[src/rtl/dcs_pkg.sv]
package dcs_pkg;
    localparam int NSLOT   = 4;
    localparam int SLOT_W  = $clog2(NSLOT);
    localparam int NWORD   = NSLOT * 4;
    localparam int WIDX_W  = $clog2(NWORD);
    localparam int REG_AW  = 5;
    localparam int ADDR_W  = 18;
    localparam int BANK_W  = 3;
    localparam int REP_W   = 10;
    localparam int DLY_W   = 8;
    localparam int LOOP_W  = 8;
    localparam int WRAP_W  = 5;
    localparam int RANK_W  = 2;
    localparam int CS_W    = 1 << RANK_W;

    // register word indices
    localparam int REG_CTRL = NWORD;
    localparam int REG_STAT = NWORD + 1;

    // slot field positions
    localparam int CODE_LSB = 0;
    localparam int RANK_LSB = 4;
    localparam int REP_LSB  = 0;
    localparam int GAP_LSB  = 10;
    localparam int WAIT_LSB = 18;
    localparam int DIR_LSB  = 26;
    localparam int ADR_LSB  = 0;
    localparam int BNK_LSB  = 18;
    localparam int SB_BIT   = 0;
    localparam int SA_BIT   = 1;
    localparam int WRAP_LSB = 2;

    // run control and status positions
    localparam int LAST_LSB = 18;
    localparam int TMR_BIT  = 22;
    localparam int ST_BUSY  = 0;
    localparam int ST_DONE  = 4;
    localparam int ST_TDONE = 6;

    typedef enum logic [2:0] {
        CMD_NOP = 3'd0, CMD_ACT = 3'd1, CMD_PRE = 3'd2, CMD_MRS = 3'd3,
        CMD_ZQCS = 3'd4, CMD_RD = 3'd5, CMD_WR = 3'd6, CMD_NOP2 = 3'd7
    } cmd_e;

    typedef enum logic [1:0] {
        DIR_NONE = 2'd0, DIR_RD = 2'd1, DIR_WR = 2'd2, DIR_RSV = 2'd3
    } dir_e;

    typedef enum logic [1:0] {
        S_IDLE = 2'd0, S_ISSUE = 2'd1, S_GAP = 2'd2, S_WAIT = 2'd3
    } seq_state_e;

    typedef struct packed {
        cmd_e              code;
        logic [RANK_W-1:0] rank;
        logic [REP_W-1:0]  reps;
        logic [DLY_W-1:0]  gap;
        logic [DLY_W-1:0]  hold;
        dir_e              dir;
        logic [ADDR_W-1:0] addr;
        logic [BANK_W-1:0] bank;
        logic              step_bank;
        logic              step_addr;
        logic [WRAP_W-1:0] wrap;
    } slot_cfg_t;
endpackage

[src/rtl/dcs_regfile.sv]
module dcs_regfile
    import dcs_pkg::*;
(
    input  logic                  clk,
    input  logic                  rst_n,
    input  logic                  we,
    input  logic [REG_AW-1:0]     addr,
    input  logic [31:0]           wdata,
    input  logic                  busy,
    input  logic                  run_end,
    output logic [31:0]           rdata,
    output logic                  start,
    output slot_cfg_t             cfg [NSLOT],
    output logic [LOOP_W-1:0]     loops,
    output logic [SLOT_W-1:0]     last_slot,
    output logic                  timer,
    output logic                  done_n,
    output logic                  done_t,
    output logic [NWORD*32-1:0]   slot_flat
);
    logic [31:0] words [NWORD];
    logic [31:0] ctrl;
    logic        slot_hit;

    assign slot_hit = addr < REG_AW'(NWORD);
    assign start    = we && !busy && (addr == REG_AW'(REG_CTRL));

    always_ff @(posedge clk) begin
        if (!rst_n) begin
            for (int i = 0; i < NWORD; i++) words[i] <= '0;
            ctrl <= '0;
        end else if (we && !busy) begin
            if (slot_hit)
                words[addr[WIDX_W-1:0]] <= wdata;
            else if (addr == REG_AW'(REG_CTRL))
                ctrl <= wdata;
        end
    end

    always_ff @(posedge clk) begin
        if (!rst_n) begin
            done_n <= 1'b0;
            done_t <= 1'b0;
        end else if (start) begin
            done_n <= 1'b0;
            done_t <= 1'b0;
        end else if (run_end) begin
            if (timer) done_t <= 1'b1;
            else       done_n <= 1'b1;
        end
    end

    always_comb begin
        rdata = '0;
        if (slot_hit) begin
            rdata = words[addr[WIDX_W-1:0]];
        end else if (addr == REG_AW'(REG_CTRL)) begin
            rdata = ctrl;
        end else if (addr == REG_AW'(REG_STAT)) begin
            rdata[ST_BUSY]  = busy;
            rdata[ST_DONE]  = done_n;
            rdata[ST_TDONE] = done_t;
        end
    end

    assign loops     = ctrl[LOOP_W-1:0];
    assign last_slot = ctrl[LAST_LSB +: SLOT_W];
    assign timer     = ctrl[TMR_BIT];

    for (genvar g = 0; g < NSLOT; g++) begin : g_slot
        assign cfg[g].code      = cmd_e'(words[4*g][CODE_LSB +: 3]);
        assign cfg[g].rank      = words[4*g][RANK_LSB +: RANK_W];
        assign cfg[g].reps      = words[4*g+1][REP_LSB +: REP_W];
        assign cfg[g].gap       = words[4*g+1][GAP_LSB +: DLY_W];
        assign cfg[g].hold      = words[4*g+1][WAIT_LSB +: DLY_W];
        assign cfg[g].dir       = dir_e'(words[4*g+1][DIR_LSB +: 2]);
        assign cfg[g].addr      = words[4*g+2][ADR_LSB +: ADDR_W];
        assign cfg[g].bank      = words[4*g+2][BNK_LSB +: BANK_W];
        assign cfg[g].step_bank = words[4*g+3][SB_BIT];
        assign cfg[g].step_addr = words[4*g+3][SA_BIT];
        assign cfg[g].wrap      = words[4*g+3][WRAP_LSB +: WRAP_W];
    end

    for (genvar w = 0; w < NWORD; w++) begin : g_flat
        assign slot_flat[32*w +: 32] = words[w];
    end
endmodule

[src/rtl/dcs_fsm.sv]
module dcs_fsm
    import dcs_pkg::*;
(
    input  logic               clk,
    input  logic               rst_n,
    input  logic               start,
    input  logic [LOOP_W-1:0]  loops,
    input  logic [SLOT_W-1:0]  last_slot,
    input  logic [REP_W-1:0]   reps,
    input  logic [DLY_W-1:0]   gap,
    input  logic [DLY_W-1:0]   hold,
    output logic [SLOT_W-1:0]  slot,
    output logic [SLOT_W-1:0]  nxt_slot,
    output logic               load,
    output logic               step,
    output logic               issue,
    output logic               busy,
    output logic               run_end
);
    seq_state_e         state, nstate;
    logic [REP_W-1:0]   rep_cnt, nrep;
    logic [LOOP_W-1:0]  loop_cnt, nloop;
    logic [DLY_W-1:0]   dly_cnt, ndly;
    logic [SLOT_W-1:0]  nslot;
    logic [REP_W-1:0]   reps_m1;
    logic [LOOP_W-1:0]  loops_m1;
    logic               last_rep, last_loop, advance;

    assign reps_m1   = (reps == '0)  ? '0 : reps - 1'b1;
    assign loops_m1  = (loops == '0) ? '0 : loops - 1'b1;
    assign last_rep  = (rep_cnt == reps_m1);
    assign last_loop = (loop_cnt == loops_m1);

    // next-state and counter logic
    always_comb begin
        nstate  = state;
        nslot   = slot;
        nrep    = rep_cnt;
        nloop   = loop_cnt;
        ndly    = dly_cnt;
        load    = 1'b0;
        step    = 1'b0;
        run_end = 1'b0;
        advance = 1'b0;
        unique case (state)
            S_IDLE: begin
                if (start) begin
                    nstate = S_ISSUE;
                    nslot  = '0;
                    nrep   = '0;
                    nloop  = '0;
                    load   = 1'b1;
                end
            end
            S_ISSUE: begin
                if (!last_rep) begin
                    nrep = rep_cnt + 1'b1;
                    step = 1'b1;
                    if (gap != '0) begin
                        nstate = S_GAP;
                        ndly   = gap - 1'b1;
                    end
                end else if (hold == '0) begin
                    advance = 1'b1;
                end else begin
                    nstate = S_WAIT;
                    ndly   = hold - 1'b1;
                end
            end
            S_GAP: begin
                if (dly_cnt == '0) nstate = S_ISSUE;
                else               ndly   = dly_cnt - 1'b1;
            end
            S_WAIT: begin
                if (dly_cnt == '0) advance = 1'b1;
                else               ndly    = dly_cnt - 1'b1;
            end
        endcase
        if (advance) begin
            if (slot == last_slot) begin
                if (last_loop) begin
                    nstate  = S_IDLE;
                    run_end = 1'b1;
                end else begin
                    nstate = S_ISSUE;
                    nslot  = '0;
                    nloop  = loop_cnt + 1'b1;
                    nrep   = '0;
                    load   = 1'b1;
                end
            end else begin
                nstate = S_ISSUE;
                nslot  = slot + 1'b1;
                nrep   = '0;
                load   = 1'b1;
            end
        end
    end

    // state register
    always_ff @(posedge clk) begin
        if (!rst_n) begin
            state    <= S_IDLE;
            slot     <= '0;
            rep_cnt  <= '0;
            loop_cnt <= '0;
            dly_cnt  <= '0;
        end else begin
            state    <= nstate;
            slot     <= nslot;
            rep_cnt  <= nrep;
            loop_cnt <= nloop;
            dly_cnt  <= ndly;
        end
    end

    // outputs
    always_comb begin
        busy     = (state != S_IDLE);
        issue    = (state == S_ISSUE);
        nxt_slot = nslot;
    end
endmodule

[src/rtl/dcs_addr_step.sv]
module dcs_addr_step
    import dcs_pkg::*;
(
    input  logic               clk,
    input  logic               rst_n,
    input  logic               load,
    input  logic               step,
    input  logic [ADDR_W-1:0]  ld_addr,
    input  logic [BANK_W-1:0]  ld_bank,
    input  logic               step_bank,
    input  logic               step_addr,
    input  logic [WRAP_W-1:0]  wrap,
    output logic [ADDR_W-1:0]  cur_addr,
    output logic [BANK_W-1:0]  cur_bank
);
    localparam logic [WRAP_W-1:0] WRAP_FULL = WRAP_W'(ADDR_W);

    logic [ADDR_W-1:0] mask;

    always_comb begin
        if (wrap == '0 || wrap >= WRAP_FULL)
            mask = '1;
        else
            mask = (ADDR_W'(1) << wrap) - 1'b1;
    end

    always_ff @(posedge clk) begin
        if (!rst_n) begin
            cur_addr <= '0;
            cur_bank <= '0;
        end else if (load) begin
            cur_addr <= ld_addr;
            cur_bank <= ld_bank;
        end else if (step) begin
            if (step_bank) cur_bank <= cur_bank + 1'b1;
            if (step_addr) cur_addr <= (cur_addr + 1'b1) & mask;
        end
    end
endmodule

[src/rtl/dcs_cmd_seq.sv]
module dcs_cmd_seq
    import dcs_pkg::*;
(
    input  logic         clk,
    input  logic         rst_n,
    input  logic         reg_we,
    input  logic [4:0]   reg_addr,
    input  logic [31:0]  reg_wdata,
    output logic [31:0]  reg_rdata,
    output logic         cmd_valid,
    output logic [2:0]   cmd_code,
    output logic [3:0]   cmd_cs,
    output logic [2:0]   cmd_bank,
    output logic [17:0]  cmd_addr,
    output logic [1:0]   cmd_dir,
    output logic         busy
);
    slot_cfg_t           cfg [NSLOT];
    slot_cfg_t           cur, nxt;
    logic                start_w, timer_w, done_n_w, done_t_w, run_end_w;
    logic [LOOP_W-1:0]   loops_w;
    logic [SLOT_W-1:0]   last_w, slot_w, nslot_w;
    logic                load_w, step_w, issue_w;
    logic [ADDR_W-1:0]   addr_w;
    logic [BANK_W-1:0]   bank_w;
    logic [NWORD*32-1:0] slot_flat_w;

    dcs_regfile u_rf (
        .clk       (clk),
        .rst_n     (rst_n),
        .we        (reg_we),
        .addr      (reg_addr),
        .wdata     (reg_wdata),
        .busy      (busy),
        .run_end   (run_end_w),
        .rdata     (reg_rdata),
        .start     (start_w),
        .cfg       (cfg),
        .loops     (loops_w),
        .last_slot (last_w),
        .timer     (timer_w),
        .done_n    (done_n_w),
        .done_t    (done_t_w),
        .slot_flat (slot_flat_w)
    );

    assign cur = cfg[slot_w];
    assign nxt = cfg[nslot_w];

    dcs_fsm u_fsm (
        .clk       (clk),
        .rst_n     (rst_n),
        .start     (start_w),
        .loops     (loops_w),
        .last_slot (last_w),
        .reps      (cur.reps),
        .gap       (cur.gap),
        .hold      (cur.hold),
        .slot      (slot_w),
        .nxt_slot  (nslot_w),
        .load      (load_w),
        .step      (step_w),
        .issue     (issue_w),
        .busy      (busy),
        .run_end   (run_end_w)
    );

    dcs_addr_step u_step (
        .clk       (clk),
        .rst_n     (rst_n),
        .load      (load_w),
        .step      (step_w),
        .ld_addr   (nxt.addr),
        .ld_bank   (nxt.bank),
        .step_bank (cur.step_bank),
        .step_addr (cur.step_addr),
        .wrap      (cur.wrap),
        .cur_addr  (addr_w),
        .cur_bank  (bank_w)
    );

    always_comb begin
        cmd_valid = issue_w && !timer_w;
        cmd_code  = CMD_NOP;
        cmd_cs    = '0;
        cmd_bank  = '0;
        cmd_addr  = '0;
        cmd_dir   = DIR_NONE;
        if (cmd_valid) begin
            cmd_code = cur.code;
            cmd_cs   = CS_W'(1) << cur.rank;
            cmd_bank = bank_w;
            cmd_addr = addr_w;
            cmd_dir  = cur.dir;
        end
    end
endmodule

[config.mk]
export PLATFORM = sky130hd
export DESIGN_NAME = dcs_cmd_seq
export DESIGN_NICKNAME = d
export VERILOG_FILES = /design/src/rtl/dcs_pkg.sv /design/src/rtl/dcs_regfile.sv /design/src/rtl/dcs_fsm.sv /design/src/rtl/dcs_addr_step.sv /design/src/rtl/dcs_cmd_seq.sv
export SDC_FILE = /design/constraint.sdc
export NUM_CORES = 1
export LEC_CHECK = 0
export ABC_CLOCK_PERIOD_IN_PS = 13000
export BUFFER_PORTS_ARGS = -buffer_cell sky130_fd_sc_hd__buf_2
export CAP_MARGIN = 40
export CORE_ASPECT_RATIO = 1.4
export CORE_MARGIN = 2
export CORE_UTILIZATION = 35
export CTS_CLUSTER_DIAMETER = 120
export DETAILED_ROUTE_END_ITERATION = 10
export GPL_TIMING_DRIVEN = 0
export PLACE_DENSITY = 0.6
export SLEW_MARGIN = 10
export SYNTH_ARGS = -nofsm -noshare
export SYNTH_HDL_FRONTEND = slang
export SYNTH_SLANG_ARGS = --single-unit
[constraint.sdc]
create_clock -name clk -period 13 [get_ports clk]
set_input_delay 0.65 -clock clk [delete_from_list [all_inputs] [get_ports clk]]
set_output_delay 0.65 -clock clk [all_outputs]
set_load 0.01 [all_outputs]
==> impl_results.rst <==
.. list-table::
   :header-rows: 1

   * - Metric
     - Value
   * - Average footprint of a synthesized cell
     - approximately 13 sq um
   * - Synth Net Count
     - around 2400
   * - Number of warnings reported in the yosys synthesis log
     - 0
   * - Most numerous cell types in the synthesized netlist
     - 548 x and2_1, 512 x edfxtp_1, 199 x mux4_2
   * - Class of the most critical setup path
     - reg -> reg
   * - Peak per-stage delay on the critical path
     - between 800 and 900 ps
   * - Setup_tns
     - 0 ps
   * - Register clock-pin slew on the reported worst setup and hold paths
     - around 70 ps
   * - TritonCTS buffer count
     - 56
   * - Fin worst setup slack
     - between 5000 and 6000 ps
   * - Number of top-level pins
     - between 100 and 150
   * - Main synth FF type
     - edfxtp_1
   * - Buffer depth of the longest clock path
     - 3
   * - Fmax
     - approximately 0.14 GHz
   * - Transition at the pin with the smallest max-transition slack
     - 968 ps
   * - Clock insertion delay at the later pin of the skew report
     - approximately 660 ps
   * - Critical R2R Launch
     - u_fsm.slot[1]$_SDFF_PN0_
   * - Max stage delay cell, worst path
     - o31ai_4
   * - Antenna violations before repair
     - 6
   * - Number of buffers inserted to repair setup after CTS
     - 0
   * - Post-route clock period utilization
     - 0.569
   * - Max-capacitance violation count
     - 0
   * - Synthesized-area fraction occupied by adder cells
     - 0.00526
   * - Post-cts repair resize count
     - 0
   * - Mux share of post-synthesis cell area
     - 0.171
   * - Result of the run
     - finished, final reports clean
   * - Setup repair after global routing missed its margin
     - no
   * - Overall die area
     - 90800 sq um
   * - Port buffer count
     - 100
   * - Critical path startpoint
     - u_fsm.slot[1]$_SDFF_PN0_
   * - X dimension of the die
     - approximately 260 um
   * - Clock tree sinks
     - 597
   * - Final hold violations
     - 0
   * - Cell-by-cell trace of the critical path
     - clkbuf_1 > buf_2 > mux4_2 > inv_1 > ha_1 > nand4_1 > a2111oi_4 > nor2_1 > xor2_1 > a2111oi_4 > nand3_4 > o31a_1 > o31ai_4 > buf_6 > buf_6 > mux2i_1 > nor2_1 > nor3_1
   * - Largest cells by area after synthesis
     - edfxtp_1 50%, mux4_2 14%, and2_1 11%
   * - Power density over the cells
     - 122 nW/um^2
   * - DP Wirelength
     - around 86 mm
   * - ANT nets after route
     - 0
   * - Clock Tree Root
     - clkbuf_16
   * - Routed vias
     - roughly 23000
   * - Shortest clock period the worst path allows after layout
     - ~7400 ps
   * - Fraction of final layout cells with drive strength greater than 1
     - 0.206
   * - Pwr Total
     - between 0.004 and 0.005 W
   * - Distinct cells, synth
     - 78
   * - Cell type with the highest aggregate area in the netlist
     - edfxtp_1
   * - Drt first-iter violations
     - just under 3000
   * - Routed wire length
     - about 120 mm
   * - Effective utilization at floorplan
     - 0.352
   * - Setup slack at placement
     - slightly below 6000 ps
   * - Level count of the clock H-tree
     - 2
   * - Fraction of the mapped netlist area in compound gates
     - 0.0578
   * - Routability cong.
     - just over 0.9
   * - Number of buffers inserted by hold repair at cts
     - 0
   * - Synthesized-area fraction occupied by xor and xnor cells
     - 0.00481
   * - Critical Path End Type
     - register
   * - Proportion of synthesized chip area in sequential cells
     - 0.552
   * - Share of the synthesized area in the top cell type
     - 0.497
   * - Required time of the critical path
     - ~14000 ps
   * - Number of placement rows
     - between 100 and 150
   * - Synth Instances
     - roughly 2400
   * - Arrival time at the worst endpoint
     - 7980 ps
   * - GR Util All Layers
     - 0.261
   * - First-pass GRT wire length
     - ~160 mm
   * - Remaining DRCs
     - 0
   * - Post-layout nets
     - around 2700
   * - Area of the core region
     - 88000 sq um
   * - Layout Skew
     - 36.4 ps
   * - Die height
     - about 360 um
   * - Most frequent cell after synthesis
     - and2_1
   * - Average via count per standard cell
     - just under 6
   * - Initial DRT Pass Iterations
     - 6
   * - Pin count of the biggest net entering global routing
     - 33
   * - Count of placed standard cells in the final layout, fillers left out
     - between 3000 and 4000
   * - Post-synthesis instance area
     - approximately 31000 sq um
   * - Asr flop ratio synth
     - 0
   * - Maximum fanout along the worst path
     - 10
   * - Detail-routed net length per standard cell
     - about 31 um
   * - Via count of the first global-routing pass
     - about 23000
   * - Worst hold margin
     - 296 ps
   * - EDFF count, synth
     - between 500 and 600
   * - Hold WC Path Type
     - in -> reg
   * - Dominant combinational cell family by area after synthesis
     - simple AND/OR/NAND/NOR gates
   * - Count of filler cells inserted in the layout
     - between 8000 and 9000
   * - Hold wc startpoint
     - reg_wdata[7]
   * - Static leakage
     - 13.0 nW
   * - Count of final max-slew check failures
     - 0
   * - Remaining global-route overflow
     - 0
   * - Simple logic cell fraction of the synthesized area
     - 0.179
   * - Setup violators final
     - 0
   * - Register bit total from synthesis
     - between 500 and 600
   * - Number of placed instances, taps included
     - 3745
   * - Worst vdd ir
     - roughly 0.094 mV
   * - Relative slew slack
     - 0.355
   * - Relative area change from synthesis to final layout
     - 16.8%
   * - Critical path launch point type
     - register
   * - TritonCTS clock tree
     - built
## worst max-delay path: cells and delay by family, from the launching register on
family | cells | cell delay (ps)
AOI/OAI and AO/OA | 4 | 2690
and+or+nand+nor | 5 | 930
DFF | 1 | 310
adders and majority gates | 1 | 240
xor gates and xnor gates | 1 | 200
buffers and inverters | 5 | 1740
muxes | 2 | 1170
## cell families (layout without fill, tap and decap cells)
| kind of cell | after synthesis | after routing |
|---|---|---|
| XOR/XNOR | 17 | 17 |
| flip-flops | 597 | 597 |
| buffers and inverters | 242 | 522 |
| adder cells (fa/ha/maj) | 13 | 13 |
| multiplexers | 277 | 277 |
| AO/OA/AOI/OAI | 277 | 277 |
| other | 0 | 4 |
| AND/OR/NAND/NOR | 971 | 971 |
## worst paths after layout
kind                                endpoint  slack [ps]  depth (start not counted)
max          u_step.cur_addr[8]$_SDFFE_PN0P_        5610                         18
min                u_rf.ctrl[7]$_SDFFE_PN0P_         300                          3
max reg2reg  u_step.cur_addr[8]$_SDFFE_PN0P_        5610                         18
min reg2reg       u_rf.ctrl[21]$_SDFFE_PN0P_         460                          2
## stage by stage
step	instance area, sq um	util
floorplan	30900	-
global placement	32900	0.374
detailed placement	34300	0.390
CTS	36100	0.410
global route	36100	0.411
finish	36100	0.411
## layer usage
layer	vias to the layer above	wire (um)	share of wire	track usage
met5	-	41	0.00035	0
met3	421	11100	0.093	0.0498
met2	1465	57200	0.48	0.436
li1	9338	-	-	-
met1	11326	40600	0.34	0.303
met4	8	9510	0.080	0.174
## power by group
part / total, W / internal [W] / switching, W
clock network: 0.00167 / 0.000903 / 0.000770
logic: 0.000536 / 0.000196 / 0.000339
registers: 0.00219 / 0.00215 / 0.0000428
## placed cells by master (no fill, tap or decap), types with 7 or more instances in the layout
cell / synthesis / routed
nor3_1: 32 / 32
inv_1: 50 / 50
xnor2_1: 12 / 12
nand2_1: 149 / 149
a31oi_1: 8 / 8
buf_8: 0 / 16
a211oi_1: 10 / 10
nand4_1: 8 / 8
or3_1: 16 / 16
mux2_2: 21 / 21
nand2b_1: 15 / 11
a21oi_1: 78 / 78
clkinv_1: 0 / 7
o221ai_1: 10 / 10
mux4_2: 199 / 199
buf_6: 3 / 30
and3_1: 22 / 22
buf_1: 21 / 17
edfxtp_1: 512 / 512
mux2i_1: 56 / 56
buf_2: 4 / 114
clkbuf_1: 161 / 164
and2_1: 548 / 548
or2_2: 11 / 11
clkbuf_8: 0 / 9
nand3b_1: 8 / 8
o21ai_4: 0 / 12
clkinv_2: 0 / 17
nor4_1: 12 / 12
ha_1: 13 / 13
clkbuf_16: 0 / 56
buf_16: 0 / 20
nor2_1: 83 / 83
dfxtp_1: 85 / 85
o21ai_0: 93 / 81
nor3b_1: 11 / 11
nand3_1: 23 / 23
## final cells by class
cell class                      count  area [sq um]  area share
Inverter                           51           191     0.00530
Antenna cell                        4          10.0    0.000277
Clock buffer                       71          1550      0.0428
Clock inverter                     34           267     0.00738
Multi-Input combinational cell   1555         13100       0.362
Sequential cell                   597         17100       0.473
Tap cell                         1179          1480      0.0408
Timing Repair Buffer              175          1720      0.0476
Buffer                            191           762      0.0211
## state kept, by name, summed over array words and instances, names as in the netlist
name / flops
u_fsm.dly_cnt: 8
u_fsm.loop_cnt: 8
u_fsm.rep_cnt: 10
u_fsm.slot: 2
u_fsm.state: 2
u_rf.ctrl: 32
u_rf.done_n: 1
u_rf.done_t: 1
u_rf.words: 512
u_step.cur_addr: 18
u_step.cur_bank: 3
No activity file was read; power rests on OpenSTA's default activity.
